## src/rtl/ms_tick_pkg.sv

```systemverilog
package ms_tick_pkg;
  localparam int REG_W    = 32;
  localparam int PERIOD_W = 20;
  localparam logic [PERIOD_W-1:0] PERIOD_RST = 20'd100000;
endpackage

```

## src/rtl/tick_period_reg.sv

```systemverilog
module tick_period_reg #(
  parameter int REG_W    = ms_tick_pkg::REG_W,
  parameter int PERIOD_W = ms_tick_pkg::PERIOD_W,
  parameter logic [PERIOD_W-1:0] RST_VAL = ms_tick_pkg::PERIOD_RST
) (
  input  logic                clk_i,
  input  logic                por_ni,
  input  logic                wr_en_i,
  input  logic [REG_W-1:0]    wr_data_i,
  input  logic                lock_i,
  output logic [PERIOD_W-1:0] period_o,
  output logic [REG_W-1:0]    rd_data_o
);
  localparam int RSV_W = REG_W - PERIOD_W;

  logic [PERIOD_W-1:0] period_q;

  // power-on domain only
  always_ff @(posedge clk_i or negedge por_ni) begin
    if (!por_ni)                 period_q <= RST_VAL;
    else if (wr_en_i && !lock_i) period_q <= wr_data_i[PERIOD_W-1:0];
  end

  assign period_o  = period_q;
  assign rd_data_o = {{RSV_W{1'b0}}, period_q};

  assert_lock_R5: assert property (@(posedge clk_i) disable iff (!por_ni)
    (wr_en_i && lock_i) |=> $stable(period_q));

  assert_write_R4: assert property (@(posedge clk_i) disable iff (!por_ni)
    (wr_en_i && !lock_i) |=> (rd_data_o[PERIOD_W-1:0] == $past(wr_data_i[PERIOD_W-1:0])));

  assert_rsv_zero_R1: assert property (@(posedge clk_i) disable iff (!por_ni)
    rd_data_o[REG_W-1:PERIOD_W] == '0);
endmodule

```

## src/rtl/tick_cycle_counter.sv

```systemverilog
module tick_cycle_counter #(
  parameter int CNT_W = ms_tick_pkg::PERIOD_W
) (
  input  logic             clk_i,
  input  logic             rst_ni,
  input  logic             en_i,
  input  logic [CNT_W-1:0] period_i,
  output logic             tick_o
);
  logic [CNT_W-1:0] cnt_q, cnt_d, last;
  logic             short_per, hit;

  assign last      = period_i - CNT_W'(1);
  assign short_per = period_i < CNT_W'(2);
  // >= guards against a count left above a newly shortened period
  assign hit       = short_per || (cnt_q >= last);

  always_comb begin
    if (!en_i)    cnt_d = '0;
    else if (hit) cnt_d = '0;
    else          cnt_d = cnt_q + CNT_W'(1);
  end

  always_ff @(posedge clk_i or negedge rst_ni) begin
    if (!rst_ni) cnt_q <= '0;
    else         cnt_q <= cnt_d;
  end

  assign tick_o = en_i && hit;

  assert_hold_R6: assert property (@(posedge clk_i) disable iff (!rst_ni)
    !en_i |=> (cnt_q == '0));

  assert_wrap_R7: assert property (@(posedge clk_i) disable iff (!rst_ni)
    tick_o |=> (cnt_q == '0));

  assert_step_R7: assert property (@(posedge clk_i) disable iff (!rst_ni)
    (en_i && !tick_o) |=> (cnt_q == CNT_W'($past(cnt_q) + CNT_W'(1))));

  assert_every_cycle_R8: assert property (@(posedge clk_i) disable iff (!rst_ni)
    (en_i && short_per) |=> (cnt_q == '0));
endmodule

```

## src/rtl/ms_tick_gen.sv

```systemverilog
module ms_tick_gen #(
  parameter int REG_W    = ms_tick_pkg::REG_W,
  parameter int PERIOD_W = ms_tick_pkg::PERIOD_W,
  parameter logic [PERIOD_W-1:0] RST_VAL = ms_tick_pkg::PERIOD_RST
) (
  input  logic             clk_i,
  input  logic             por_ni,
  input  logic             rst_ni,
  input  logic             wr_en_i,
  input  logic [REG_W-1:0] wr_data_i,
  output logic [REG_W-1:0] rd_data_o,
  input  logic             coal_en_i,
  output logic             tick_o
);
  logic [PERIOD_W-1:0] period;
  logic                cnt_rst_n;

  assign cnt_rst_n = rst_ni & por_ni;

  tick_period_reg #(.REG_W(REG_W), .PERIOD_W(PERIOD_W), .RST_VAL(RST_VAL)) u_reg (
    .clk_i     (clk_i),
    .por_ni    (por_ni),
    .wr_en_i   (wr_en_i),
    .wr_data_i (wr_data_i),
    .lock_i    (coal_en_i),
    .period_o  (period),
    .rd_data_o (rd_data_o)
  );

  tick_cycle_counter #(.CNT_W(PERIOD_W)) u_cnt (
    .clk_i    (clk_i),
    .rst_ni   (cnt_rst_n),
    .en_i     (coal_en_i),
    .period_i (period),
    .tick_o   (tick_o)
  );

  assert_por_default_R2: assert property (@(posedge clk_i)
    $rose(por_ni) |-> (rd_data_o == {{(REG_W-PERIOD_W){1'b0}}, RST_VAL}));

  assert_idle_R6: assert property (@(posedge clk_i) disable iff (!por_ni)
    !coal_en_i |-> !tick_o);
endmodule

```

## config.mk

```make
export PLATFORM = sky130hd
export DESIGN_NAME = ms_tick_gen
export DESIGN_NICKNAME = d
export VERILOG_FILES = /design/src/rtl/ms_tick_pkg.sv /design/src/rtl/tick_period_reg.sv /design/src/rtl/tick_cycle_counter.sv /design/src/rtl/ms_tick_gen.sv
export SDC_FILE = /design/constraint.sdc
export NUM_CORES = 1
export LEC_CHECK = 0
export BUFFER_PORTS_ARGS = -buffer_cell sky130_fd_sc_hd__buf_4
export CAP_MARGIN = 40
export CELL_PAD_IN_SITES_DETAIL_PLACEMENT = 2
export CELL_PAD_IN_SITES_GLOBAL_PLACEMENT = 2
export CORE_UTILIZATION = 36
export DETAILED_ROUTE_END_ITERATION = 7
export PLACE_DENSITY = 0.89
export SYNTH_ARGS = -nofsm -noshare
export SYNTH_HDL_FRONTEND = slang
export SYNTH_HIERARCHICAL = 1
export SYNTH_SLANG_ARGS = --single-unit
```

## constraint.sdc

```tcl
create_clock -name clk_i -period 10.7 [get_ports clk_i]
set_input_delay 2.14 -clock clk_i [delete_from_list [all_inputs] [get_ports clk_i]]
set_output_delay 2.14 -clock clk_i [all_outputs]
set_load 0.02 [all_outputs]
```

== Yosys cells after proc, flatten, opt, wreduce, memory -nomap -nowiden ==
Cells that the tools add are included.

* Input port bits: 37
* Bits in registers: 40

* Order comparisons: 2
* $add $sub $neg: 2
* Reduce and logical (&&, ||, !) cells: 4
* Muxes and demuxes: 2
* Bitwise gates (word level): 1

{| class="wikitable"
|+ Operators with widths
! operator !! number
|-
| $mux 20 || 2
|-
| $add 20x1->20 const B || 1
|-
| $ge 20x20->1 || 1
|-
| $lt 20x2->1 const B || 1
|-
| $sub 20x1->20 const B || 1
|-
| $logic_and 1x1->1 || 2
|-
| $and 1x1->1 || 1
|-
| $logic_not 1->1 || 1
|-
| $logic_or 1x1->1 || 1
|}

== Longest topological paths before layout ==
Gate-level depths: netlist (run 1).

* Word-level depth: 5
* Gate-level depth with buffers: 13

== Cells and area by module ==
Netlist (run 1), hierarchy kept.

{| class="wikitable"
|+ By module, submodules not included
! module !! cells each !! area each (um^2) !! seq. area each (um^2) !! instances
|-
| tick_cycle_counter || 201 || 1755.4 || 500.5 || 1
|-
| tick_period_reg || 76 || 1088.5 || 508.0 || 1
|-
| ms_tick_gen || 1 || 6.3 || 0.0 || 1
|}

== Least setup slack after synthesis (run 1) ==
No wires, ideal clock.

* Kind: flip-flop to output port
* Start point: register u_reg.period_q[8], in the netlist u_reg/period_o[8]
* End point: output port tick_o
* Slack: 4906 ps
* Buffers on the path: 0
* Stages on the path, launching flop included: 11
* Arrival: 3654 ps
* Cells stage by stage: dfrtp_1 > or4_4 > or3_4 > nor4_4 > nor3b_2 > xnor2_1 > ha_1 > nand4_1 > nor4_1 > or4b_2 > a41oi_1

* Cells in the longest elaborated chain, start to end: 4
* Elaborated cells on any way between the ends: 5
* Classes of those cells: 1 x add/sub; 2 x order compare; 2 x reduce/logical

{| class="wikitable"
|+ RTL lines
! what !! line !! RTL
|-
| start, declared || tick_period_reg.sv:16 || <nowiki>logic [PERIOD_W-1:0] period_q;</nowiki>
|-
| start signal, assigned || tick_period_reg.sv:21 || <nowiki>else if (wr_en_i && !lock_i) period_q <= wr_data_i[PERIOD_W-1:0];</nowiki>
|-
| $sub 20x1->20 || tick_cycle_counter.sv:13 || <nowiki>assign last = period_i - CNT_W'(1);</nowiki>
|-
| $ge 20x20->1 || tick_cycle_counter.sv:16 || <nowiki>assign hit = short_per || (cnt_q >= last);</nowiki>
|-
| $logic_or 1x1->1 * || tick_cycle_counter.sv:16 ||
|-
| $logic_and 1x1->1 * || tick_cycle_counter.sv:29 || <nowiki>assign tick_o = en_i && hit;</nowiki>
|-
| end, declared || ms_tick_gen.sv:13 || <nowiki>output logic tick_o</nowiki>
|}

Mark *: on every way between the ends. The rest lies on a longest branch, timed or not.

== Worst setup path after layout (run 1) ==
* Start point: register u_reg.period_q[4], in the netlist u_reg/period_o[4]
* End point: output port tick_o

The elaborated chain is that of the path after synthesis.

==> results of run 1 <==
==> worst paths after layout <==
check / start / cells after the start / end
min reg2reg: u_cnt/cnt_q[17] / 2 / u_cnt/cnt_q[17]
min: u_cnt/cnt_q[17] / 2 / u_cnt/cnt_q[17]
max reg2reg: u_reg/period_o[4] / 12 / u_cnt/cnt_q[0]
max: u_reg/period_o[4] / 11 / tick_o
min in group asynchronous: por_ni / 1 / u_reg/period_o[14]
max in group asynchronous: por_ni / 3 / u_cnt/cnt_q[17]
==> placed cells by master (no fill, tap or decap), types with 2 or more instances in the layout <==
master	n
nand3_1	10
dfrtp_1	34
nor4_1	6
nor3_1	9
nand4_1	9
o21ai_0	4
clkbuf_8	5
a21o_1	2
dfstp_2	6
inv_1	5
ha_1	22
buf_4	45
nor2_1	29
nand3b_1	2
and3_1	2
mux2_4	20
xnor2_1	18
or3_1	5
xor2_1	16
a2111oi_0	2
a21oi_1	8
and2_1	2
conb_1	12
nand2_1	13
==> worst max-delay path: cells and delay by family (launching register included) <==
family	cells	cell delay (ns)
adders and majority gates	1	0.33
and+or+nand+nor	7	3.34
xor gates and xnor gates	1	0.16
DFF	1	0.45
AOI/OAI and AO/OA	1	0.28
buffers and inverters	1	0.18
==> stage by stage <==
stage                     hold slack [ns]  instance area, um^2
after global routing               0.6238                 3187
after global placement             0.5401                 3075
final                              0.5980                 3187
after detailed placement           0.5363                 3102
after CTS                          0.6101                 3187
after floorplan                    0.4875                 2892
==> state kept, by name, indices dropped and copies added, names as in the netlist <==
signal and count:
u_reg/period_o 20, u_cnt/cnt_q 20
==> report_power, final <==
part	leakage, nW	total (mW)	switching (mW)	internal, mW
Combinational	0.882	0.121	0.0640	0.0572
Clock	0.0412	0.105	0.0593	0.0457
Sequential	0.502	0.191	0.0254	0.166
Total	1.43	0.418	0.149	0.269
==> cell families after synthesis <==
family,share of synthesized area (%)
xor gates and xnor gates,10.45
other,0.1316
DFF,35.38
AOI/OAI and AO/OA,4.302
buffers and inverters,10.54
and+or+nand+nor,19.01
adders and majority gates,9.657
muxes,10.54
==> metal layers <==
| layer | wire length (um) | vias up |
|---|---|---|
| met5 | 0 | - |
| met2 | 4804 | 84 |
| met1 | 3487 | 1138 |
| li1 | - | 983 |
| met3 | 334 | 17 |
| met4 | 191 | 0 |
==> area by class of cell <==
class	count	area (um^2)	share of cell area, %
clock buffers	6	72.57	2.277
clock inverters	2	12.51	0.3926
inverters	5	18.77	0.5889
multi-input cells	207	1583	49.67
flip-flops and latches	40	1008	31.65
well taps	102	127.6	4.005
repair buffers	47	364.1	11.43
==> run summary, run 1 <==
Fin util: 41.46%
Pin count of the biggest net entering global routing: 22
Placed cell count: 401
Grt total ovfl: 0
Fillers: 833
Clk slew on worst S/H paths: 0.08 ns
Post-layout min period: 7.198 ns
Synth cell types: 41
TritonCTS Buffers: 5
Synth top cells by count: buf_4 (34), dfrtp_1 (34), nor2_1 (29), ha_1 (22), mux2_4 (20)
Final period util: 67.27%
Crit path arrival time: 5.06 ns
Ratio of cells with drive above 1 in the final layout: 28.66%
Initial Utilization: 37.08%
First-pass GRT wire length: 14.03 mm
First DRT Iteration DRCs: 79
CP max FO: 5
Synth Area per Inst: 10.25 um^2
Antenna violations before repair: 0
Yosys top cell by area: dfrtp_1
H-tree depth: 2
Met1 Use GR: 24.75%
I/O pins: 70
Yosys reg bits: 40
Global routing met2 resource utilization: 42.36%
Power Dens Cells: 131.0 nW/um^2
Die Wd: 90.98 um
Clock insertion delay at the later pin of the skew report: 0.31 ns
Nets@finish: 365
Synth top area share: 29.85%
Hold Path Class: reg2reg
Clk root buf: clkbuf_8
Fin. max-slew vios: 0
Standard-cell rows: 32
Full die area: 8277 um^2
Crit Path Category: reg2out
Type of origin of the critical path: flip-flop
Vias per inst: 5.433
Final setup fails: 0
Synth Cell Area: 2850 um^2
Post-DR wirelength/cell: 21.56 um
Final Hold Viols: 0
Pre-CTS WS: 4.063 ns
CP peak stage delay: 0.71 ns
GR peak layer: met2
Max Cap Viol: 0
Setup tns final: 0 ns
CTS max path bufs: 2
Post-Route WL: 8.817 mm
Number of synthesized flops with an enable pin: 0
Finished Layout Cells: 409
Post-synthesis cell count: 278
Crit-path slowest cell: or4b_2
Leakage power: 1.426 nW
Core footprint: 7687 um^2
Total chip power: 417.5 uW
Async SR Flop Fraction: 100.0%
Ys Warns: 6
Synth top area cells: dfrtp_1 (30%), mux2_4 (11%), ha_1 (9.7%)
N_diodes: 0
Number of global-route vias before repair: 2,538
CP most frequent cell: nor4_1
GRT Overall Usage: 22.26%
Flop-to-flop setup slack: 5.65 ns
Cells along the critical path: or3_1, nor3_1, nand3b_1, nor4_1, xnor2_1, ha_1, nand4_1, nor4_1, or4b_2, a41oi_1, buf_4
# DRC: 0
CTS Sinks: 40
Detailed-route via count: 2,222
Clk_skew: 0.01518 ns
Max VDD drop: 0.00005895 V
Sequential cell area fraction in the yosys report: 35.38%
Post-CTS setup buffers: 0
Max-slew headroom: 44.91%
Met3 usage: 3.434%
Hold buffer count at cts: 0
Fmax: 138.9 MHz
GP Congestion: 0.7885
Drt first pass iters: 4
Layout area overhead: 11.81%
CP Capture Type: primary output
Resize count post-CTS: 0
Ys flop type: dfrtp_1
Post-DP HPWL: 6.073 mm
Status: complete, no violations
Worst Setup Slack, final: 3.502 ns
CP required: 8.56 ns
Number of I/O port buffers: 45
TritonCTS clock tree: yes
Die span in y: 90.98 um
Least-Margin Pin Slew: 0.8247 ns
Number of routed nets with antenna violations: 0
RSZ-0062 raised after global routing: no
Power figures use the tool's default switching activity.
==> inputs of run 2 (changes only) <==
--- a/config.mk
+++ b/config.mk
@@ -9,9 +9,9 @@
 export CAP_MARGIN = 40
 export CELL_PAD_IN_SITES_DETAIL_PLACEMENT = 2
 export CELL_PAD_IN_SITES_GLOBAL_PLACEMENT = 2
-export CORE_UTILIZATION = 36
+export CORE_UTILIZATION = 33
 export DETAILED_ROUTE_END_ITERATION = 7
-export PLACE_DENSITY = 0.89
+export PLACE_DENSITY = 0.83
 export SYNTH_ARGS = -nofsm -noshare
 export SYNTH_HDL_FRONTEND = slang
 export SYNTH_HIERARCHICAL = 1
==> constraint.sdc (replaced) <==
create_clock -name clk_i -period 7.5 [get_ports clk_i]
set_input_delay 1.5 -clock clk_i [delete_from_list [all_inputs] [get_ports clk_i]]
set_output_delay 1.5 -clock clk_i [all_outputs]
set_load 0.02 [all_outputs]
==> run summary, run 2 (synthesis results as in run 1) <==
CP Buf/Inv Count: 1 (unchanged)
CP required: 6.00 ns (was 8.56 ns)
Final period util: 81.13%
WHS Path Cells: 1 (was 2)
Nets@finish: 365 (unchanged)
Sequential cell area: 1008 um^2 (unchanged)
Core footprint: 8299 um^2 (was 7687 um^2)
Power Dens Cells: 181.4 nW/um^2 (was 131.0 nW/um^2)
Fin. max-slew vios: 0 (unchanged)
Antenna violations before repair: 0 (unchanged)
Worst R2R Path Depth: 12 (unchanged)
Worst Setup Slack, final: 1.416 ns (was 3.502 ns)
Max Cap Viol: 0 (unchanged)
Final Hold Viols: 0 (unchanged)
# DRC: 0 (unchanged)
Crit path arrival time: 4.58 ns (was 5.06 ns)
Crit Path Category: reg2out (unchanged)
Resize count post-CTS: 0 (unchanged)
Max VDD drop: 0.00007889 V (was 0.00005895 V)
Detailed-route via count: 2,053 (was 2,222)
H-tree depth: 2 (unchanged)
Post-DR wirelength/cell: 16.88 um (was 21.56 um)
Die span in y: 94.94 um (was 90.98 um)
Hold Path Class: reg2reg (unchanged)
Type of origin of the critical path: flip-flop (unchanged)
N_diodes: 0 (unchanged)
Most common cell after layout, fill and taps aside: buf_4 (unchanged)
TritonCTS clock tree: yes (unchanged)
CP max FO: 5 (unchanged)
CP Capture Type: primary output (unchanged)
I/O pins: 70 (unchanged)
CTS Sinks: 40 (unchanged)
Drt first pass iters: 4 (unchanged)
CP peak stage delay: 0.67 ns (was 0.71 ns)
Max-slew headroom: 47.37% (was 44.91%)
Crit-path leading delay family: simple AND/OR/NAND/NOR gates (unchanged)
Most frequent cells in the layout: buf_4 (45), dfrtp_1 (34), nor2_1 (29) (unchanged)
CTS max path bufs: 2 (unchanged)
Final setup fails: 0 (unchanged)
Post-layout min period: 6.084 ns
RSZ-0062 raised after global routing: no (unchanged)
Crit-path slowest cell: or4b_2 (unchanged)
Hold_ws: 0.5543 ns (was 0.5980 ns)
GRT Overall Usage: 16.98% (was 22.26%)
Standard-cell rows: 33 (was 32)
Least-Margin Pin Slew: 0.7878 ns (was 0.8247 ns)
Pin count of the biggest net entering global routing: 22 (unchanged)
Post-DP HPWL: 5.618 mm (was 6.073 mm)
Number of global-route vias before repair: 2,321 (was 2,538)
Pre-CTS WS: 1.715 ns (was 4.063 ns)
Worst Hold Launch: u_cnt/cnt_q[0] (was u_cnt/cnt_q[17])
Fmax: 164.4 MHz
Met1 Use GR: 19.76% (was 24.75%)
Full die area: 9013 um^2 (was 8277 um^2)
Post-CTS setup buffers: 0 (unchanged)
Die Wd: 94.94 um (was 90.98 um)
GP Congestion: 0.7647 (was 0.7885)
Hold buffer count at cts: 0 (unchanged)
Layout area overhead: 12.12% (was 11.81%)
Leakage power: 1.430 nW (was 1.426 nW)
CP most frequent cell: nor4_1 (unchanged)
Clk_skew: 0.005495 ns (was 0.01518 ns)
Number of routed nets with antenna violations: 0 (unchanged)
Status: complete, no violations (unchanged)
Flop-to-flop setup slack: 2.93 ns (was 5.65 ns)
Cells along the critical path: or3_1, nor3_1, nand3b_1, nor4_1, xnor2_1, ha_1, nand4_1, nor4_1, or4b_2, a41oi_1, buf_4 (unchanged)
GR peak layer: met2 (unchanged)
Final Instance Area: 3196 um^2 (was 3187 um^2)
TritonCTS Buffers: 5 (unchanged)
Fillers: 901 (was 833)
First-pass GRT wire length: 11.66 mm (was 14.03 mm)
Setup tns final: 0 ns (unchanged)
Vias per inst: 4.983 (was 5.433)
Clock insertion delay at the later pin of the skew report: 0.29 ns (was 0.31 ns)
Clk root buf: clkbuf_8 (unchanged)
Met3 usage: 2.979% (was 3.434%)
Clk slew on worst S/H paths: 0.08 ns (about the same)
Number of I/O port buffers: 45 (unchanged)
Placed inst area: 3105 um^2 (was 3102 um^2)
FF-to-FF Start: u_reg/period_o[4] (unchanged)
Grt total ovfl: 0 (unchanged)
Initial Utilization: 34.34% (was 37.08%)
Hold endpoint: u_cnt/cnt_q[0] (was u_cnt/cnt_q[17])
Area of the multi-input gates: 1583 um^2 (unchanged)
RR Endpoint: u_cnt/cnt_q[12] (was u_cnt/cnt_q[0])
Global routing met2 resource utilization: 31.83% (was 42.36%)
Post-Route WL: 6.953 mm (was 8.817 mm)
Ratio of cells with drive above 1 in the final layout: 28.34% (was 28.66%)
First DRT Iteration DRCs: 63 (was 79)
run 2: cell count changes in the layout (fill, tap and decap cells not counted):
cell / change
clkbuf_1: +1
clkbuf_8: +1
clkinv_2: -1
clkinvlp_4: -1
run 2: layout make-up:
class / count / area share (%)
clock buffers: 8 / 2.819
inverters: 5 / 0.5873
multi-input cells: 207 / 49.53
flip-flops and latches: 40 / 31.56
well taps: 105 / 4.111
repair buffers: 47 / 11.39
run 2: stage by stage:
step,instances,util [%],power [mW]
floorplan,289,-,0.3947
global placement,402,37.10,0.4211
detailed placement,404,37.42,0.4353
CTS,412,38.50,0.5893
global route,412,38.50,0.6107
finish,412,38.50,0.5796
run 2: worst max path at each step:
stage,end,startpoint,slack (ns),depth (start not counted)
6_report,tick_o,u_reg/period_o[4],1.42,11
5_1_grt,tick_o,u_reg/period_o[4],1.06,11
4_1_cts,tick_o,u_reg/period_o[4],1.33,11
3_5_place_dp,tick_o,u_reg/period_o[4],1.72,11
3_3_place_gp,tick_o,u_reg/period_o[4],1.91,11
2_1_floorplan,tick_o,u_reg/period_o[8],2.35,10
run 2: power breakdown:
part / internal, mW / leakage [nW] / switching [mW]
sequential: 0.237 / 0.502 / 0.0332
combinational: 0.0795 / 0.882 / 0.0796
clock: 0.0751 / 0.0455 / 0.0754
total: 0.391 / 1.43 / 0.188
run 2: routing by layer:
metal / vias up / part of all wire, % / routed length (um)
met3: 7 / 2.7 / 186
met4: 0 / 1.2 / 80
met1: 1016 / 42 / 2949
met2: 46 / 54 / 3737
met5: - / 0 / 0
li1: 984 / - / -
run 2: worst reg2reg max path: cells and delay by family (launching register included):
| kind | cells | cell delay [ns] |
|---|---|---|
| and+or+nand+nor | 9 | 3.34 |
| DFF | 1 | 0.44 |
| xor gates and xnor gates | 1 | 0.14 |
| buffers and inverters | 1 | 0.22 |
| adders and majority gates | 1 | 0.32 |
==> inputs of run 3 (changes only) <==
--- a/config.mk
+++ b/config.mk
@@ -5,13 +5,14 @@
 export SDC_FILE = /design/constraint.sdc
 export NUM_CORES = 1
 export LEC_CHECK = 0
+export ABC_AREA = 1
 export BUFFER_PORTS_ARGS = -buffer_cell sky130_fd_sc_hd__buf_4
 export CAP_MARGIN = 40
 export CELL_PAD_IN_SITES_DETAIL_PLACEMENT = 2
 export CELL_PAD_IN_SITES_GLOBAL_PLACEMENT = 2
-export CORE_UTILIZATION = 33
+export CORE_UTILIZATION = 28
 export DETAILED_ROUTE_END_ITERATION = 7
-export PLACE_DENSITY = 0.83
+export PLACE_DENSITY = 0.81
 export SYNTH_ARGS = -nofsm -noshare
 export SYNTH_HDL_FRONTEND = slang
 export SYNTH_HIERARCHICAL = 1
==> constraint.sdc (replaced) <==
create_clock -name clk_i -period 5.5 [get_ports clk_i]
set_input_delay 1.1 -clock clk_i [delete_from_list [all_inputs] [get_ports clk_i]]
set_output_delay 1.1 -clock clk_i [all_outputs]
set_load 0.02 [all_outputs]
==> run summary, run 3 <==
Status: complete, no violations (unchanged)
Hold buffer count at cts: 0 (unchanged)
Layout area overhead: 12.83% (was 12.12%)
Async SR Flop Fraction: 100.0% (unchanged)
Max Cap Viol: 0 (unchanged)
N_diodes: 0 (unchanged)
Worst Hold Launch: u_reg/period_o[7] (was u_cnt/cnt_q[0])
CP Capture Type: primary output (unchanged)
Post-synthesis cell count: 437 (was 278)
Fmax: 229.7 MHz
Hold endpoint: u_reg/period_o[7] (was u_cnt/cnt_q[0])
Sequential cell area fraction in the yosys report: 31.73% (was 35.38%)
First-pass GRT wire length: 16.33 mm (was 11.66 mm)
Final period util: 79.15%
Synth cell types: 31 (was 41)
FF-to-FF Start: u_reg/period_o[2] (was u_reg/period_o[4])
Ratio of cells with drive above 1 in the final layout: 19.78% (was 28.34%)
Hold_ws: 0.5079 ns (was 0.5543 ns)
Clk root buf: clkbuf_16 (was clkbuf_8)
Synth top cells by count: nand2_1 (111), inv_1 (45), nand3_1 (43), nor2_1 (42) (was buf_4 (34), dfrtp_1 (34), nor2_1 (29), ha_1 (22), mux2_4 (20))
Number of global-route vias before repair: 3,227 (was 2,321)
Initial Utilization: 29.06% (was 34.34%)
Synth top area cells: dfrtp_1 (27%), nand2_1 (13%), ha_1 (8.7%) (was dfrtp_1 (30%), mux2_4 (11%), ha_1 (9.7%))
Crit-path slowest cell: dfrtp_1 (was or4b_2)
Number of I/O port buffers: 45 (unchanged)
Antenna violations before repair: 0 (unchanged)
Drt first pass iters: 4 (unchanged)
Post-DP HPWL: 7.384 mm (was 5.618 mm)
RSZ-0062 raised after global routing: no (unchanged)
I/O pins: 70 (unchanged)
Synth Area per Inst: 7.272 um^2 (was 10.25 um^2)
Synth Cell Area: 3178 um^2 (was 2850 um^2)
GP Congestion: 0.7811 (was 0.7647)
TritonCTS clock tree: yes (unchanged)
CTS max path bufs: 2 (unchanged)
Flop-to-flop setup slack: 2.27 ns (was 2.93 ns)
Number of synthesized flops with an enable pin: 0 (unchanged)
Number of routed nets with antenna violations: 0 (unchanged)
Yosys reg bits: 40 (unchanged)
Post-DR wirelength/cell: 16.22 um (was 16.88 um)
CP required: 4.40 ns (was 6.00 ns)
Most numerous cell in the Yosys netlist: nand2_1
Power Dens Cells: 242.9 nW/um^2 (was 181.4 nW/um^2)
Fillers: 1,349 (was 901)
Grt total ovfl: 0 (unchanged)
Vias per inst: 4.760 (was 4.983)
Ys Warns: 6 (unchanged)
Final Hold Viols: 0 (unchanged)
Clock Power Share: 34.7% (was 26.0%)
Sequential cell area: 1008 um^2 (unchanged)
CTS Sinks: 40 (unchanged)
Cell Int Power: 584.0 uW (was 391.3 uW)
WHS Path Cells: 2 (was 1)
Worst R2R Path Depth: 14 (was 12)
# DRC: 0 (unchanged)
RR Endpoint: u_cnt/cnt_q[3] (was u_cnt/cnt_q[12])
Final setup fails: 0 (unchanged)
Post-Route WL: 9.730 mm (was 6.953 mm)
Least-Margin Pin Slew: 0.5695 ns (was 0.7878 ns)
Cells along the critical path: nor2_1, nand3_2, nor3_2, nand2_1, o21ai_0, nand2_1, ha_1, nand2_1, nor2_1, nand4_1, nor2_1, nand2_1, a21oi_1, buf_4 (was or3_1, nor3_1, nand3b_1, nor4_1, xnor2_1, ha_1, nand4_1, nor4_1, or4b_2, a41oi_1, buf_4)
Clock insertion delay at the later pin of the skew report: 0.29 ns (about the same)
CP max FO: 6 (was 5)
Sw Pwr: 287.1 uW (was 188.3 uW)
Register share of total power: 40.7% (was 46.6%)
Synth top area share: 26.77% (was 29.85%)
Core footprint: 10,940 um^2 (was 8299 um^2)
Post-layout min period: 4.353 ns
CP peak stage delay: 0.45 ns (was 0.67 ns)
Yosys top cell by area: dfrtp_1 (unchanged)
Area of the multi-input gates: 1710 um^2 (was 1583 um^2)
Detailed-route via count: 2,856 (was 2,053)
Logic pwr share: 24.7% (was 27.4%)
Clk slew on worst S/H paths: 0.06 ns (was 0.08 ns)
Fin. max-slew vios: 0 (unchanged)
TritonCTS Buffers: 5 (unchanged)
Full die area: 11,780 um^2 (was 9013 um^2)
Resize count post-CTS: 0 (unchanged)
Die Wd: 108.5 um (was 94.94 um)
Pin count of the biggest net entering global routing: 22 (unchanged)
Crit Path Category: reg2out (unchanged)
Met1 WL: 4.173 mm (was 2.949 mm)
GRT Overall Usage: 18.23% (was 16.98%)
Crit path arrival time: 3.25 ns (was 4.58 ns)
H-tree depth: 2 (unchanged)
Die span in y: 108.5 um (was 94.94 um)
DR WL met3: 242 um (was 186 um)
Post-CTS setup buffers: 0 (unchanged)
Nets@finish: 518 (was 365)
Max VDD drop: 0.0001230 V (was 0.00007889 V)
Crit-path leading delay family: simple AND/OR/NAND/NOR gates (unchanged)
Leakage power: 1.801 nW (was 1.430 nW)
Met2 WL: 5.221 mm (was 3.737 mm)
Type of origin of the critical path: flip-flop (unchanged)
Most common cell after layout, fill and taps aside: nand2_1 (was buf_4)
Setup tns final: 0 ns (unchanged)
CP Buf/Inv Count: 1 (unchanged)
First DRT Iteration DRCs: 46 (was 63)
Ys flop type: dfrtp_1 (unchanged)
Net Sw Frac: 32.96% (was 32.48%)
Setup crit start: u_reg/period_o[2] (was u_reg/period_o[4])
Clk_skew: 0.005599 ns (was 0.005495 ns)
Hold Path Class: reg2reg (unchanged)
Standard-cell rows: 38 (was 33)
CP most frequent cell: nand2_1 (was nor4_1)
Most frequent cells in the layout: nand2_1 (111), inv_1 (45), buf_4 (45) (was buf_4 (45), dfrtp_1 (34), nor2_1 (29))
Highest layer used for signal routing: met4 (unchanged)
Max-slew headroom: 61.90% (was 47.37%)
==> run 3: cell families (layout without fill, tap and decap cells) <==
family,count (synthesis),count (layout),share of synthesized area [%]
and+or+nand+nor,243,243,34.84
DFF,40,40,31.73
adders and majority gates,22,22,8.661
xor gates and xnor gates,17,17,4.685
AOI/OAI and AO/OA,24,24,4.213
buffers and inverters,90,102,15.75
other,1,12,0.1180
==> run 3: layout make-up <==
cell class / instances / share of cell area [%]
inverter: 48 / 5.024
timing repair buffer: 46 / 10.19
multi-input combinational: 318 / 47.70
sequential: 40 / 28.12
tap: 140 / 4.885
clock buffer: 8 / 4.082
==> run 3: how the worst max path moves through the flow <==
stage | to | slack [ns] | depth (start not counted)
4_1_cts | tick_o | 1.13 | 14
5_1_grt | tick_o | 0.89 | 17
3_5_place_dp | tick_o | 1.50 | 17
6_report | tick_o | 1.15 | 14
3_3_place_gp | tick_o | 1.59 | 17
2_1_floorplan | tick_o | 1.98 | 16
==> run 3: through the flow <==
step	instance area [um^2]	total power, mW	cells	setup WS, ns	util [%]
floorplan	3219	0.5169	448	1.980	-
global placement	3412	0.5590	591	1.586	31.20
detailed placement	3440	0.5756	592	1.503	31.45
CTS	3586	0.8800	600	1.126	32.79
global route	3586	0.9175	600	0.8910	32.79
finish	3586	0.8711	600	1.147	32.79
==> run 3: metal layers <==
layer  up-vias  global-route usage, %
li1       1382                      -
met1      1414                  21.31
met2        54                  34.40
met3         6                  2.532
met4         0                  4.730
met5         -                      0
==> run 3: power by group through the flow <==
stage	Sequential (mW)	Clock, mW	Combinational, mW
final	0.354	0.302	0.215
after global routing	0.359	0.319	0.240
after CTS	0.355	0.306	0.219
after detailed placement	0.360	0	0.215
after global placement	0.358	0	0.200
after floorplan	0.347	0	0.170
==> run 3: worst register-to-register path: cells and delay by family, from the launching register on <==
| family | cells | cell delay [ns] |
|---|---|---|
| fa+ha+maj | 1 | 0.31 |
| simple gates | 12 | 2.12 |
| compound gates | 1 | 0.23 |
| flops | 1 | 0.45 |
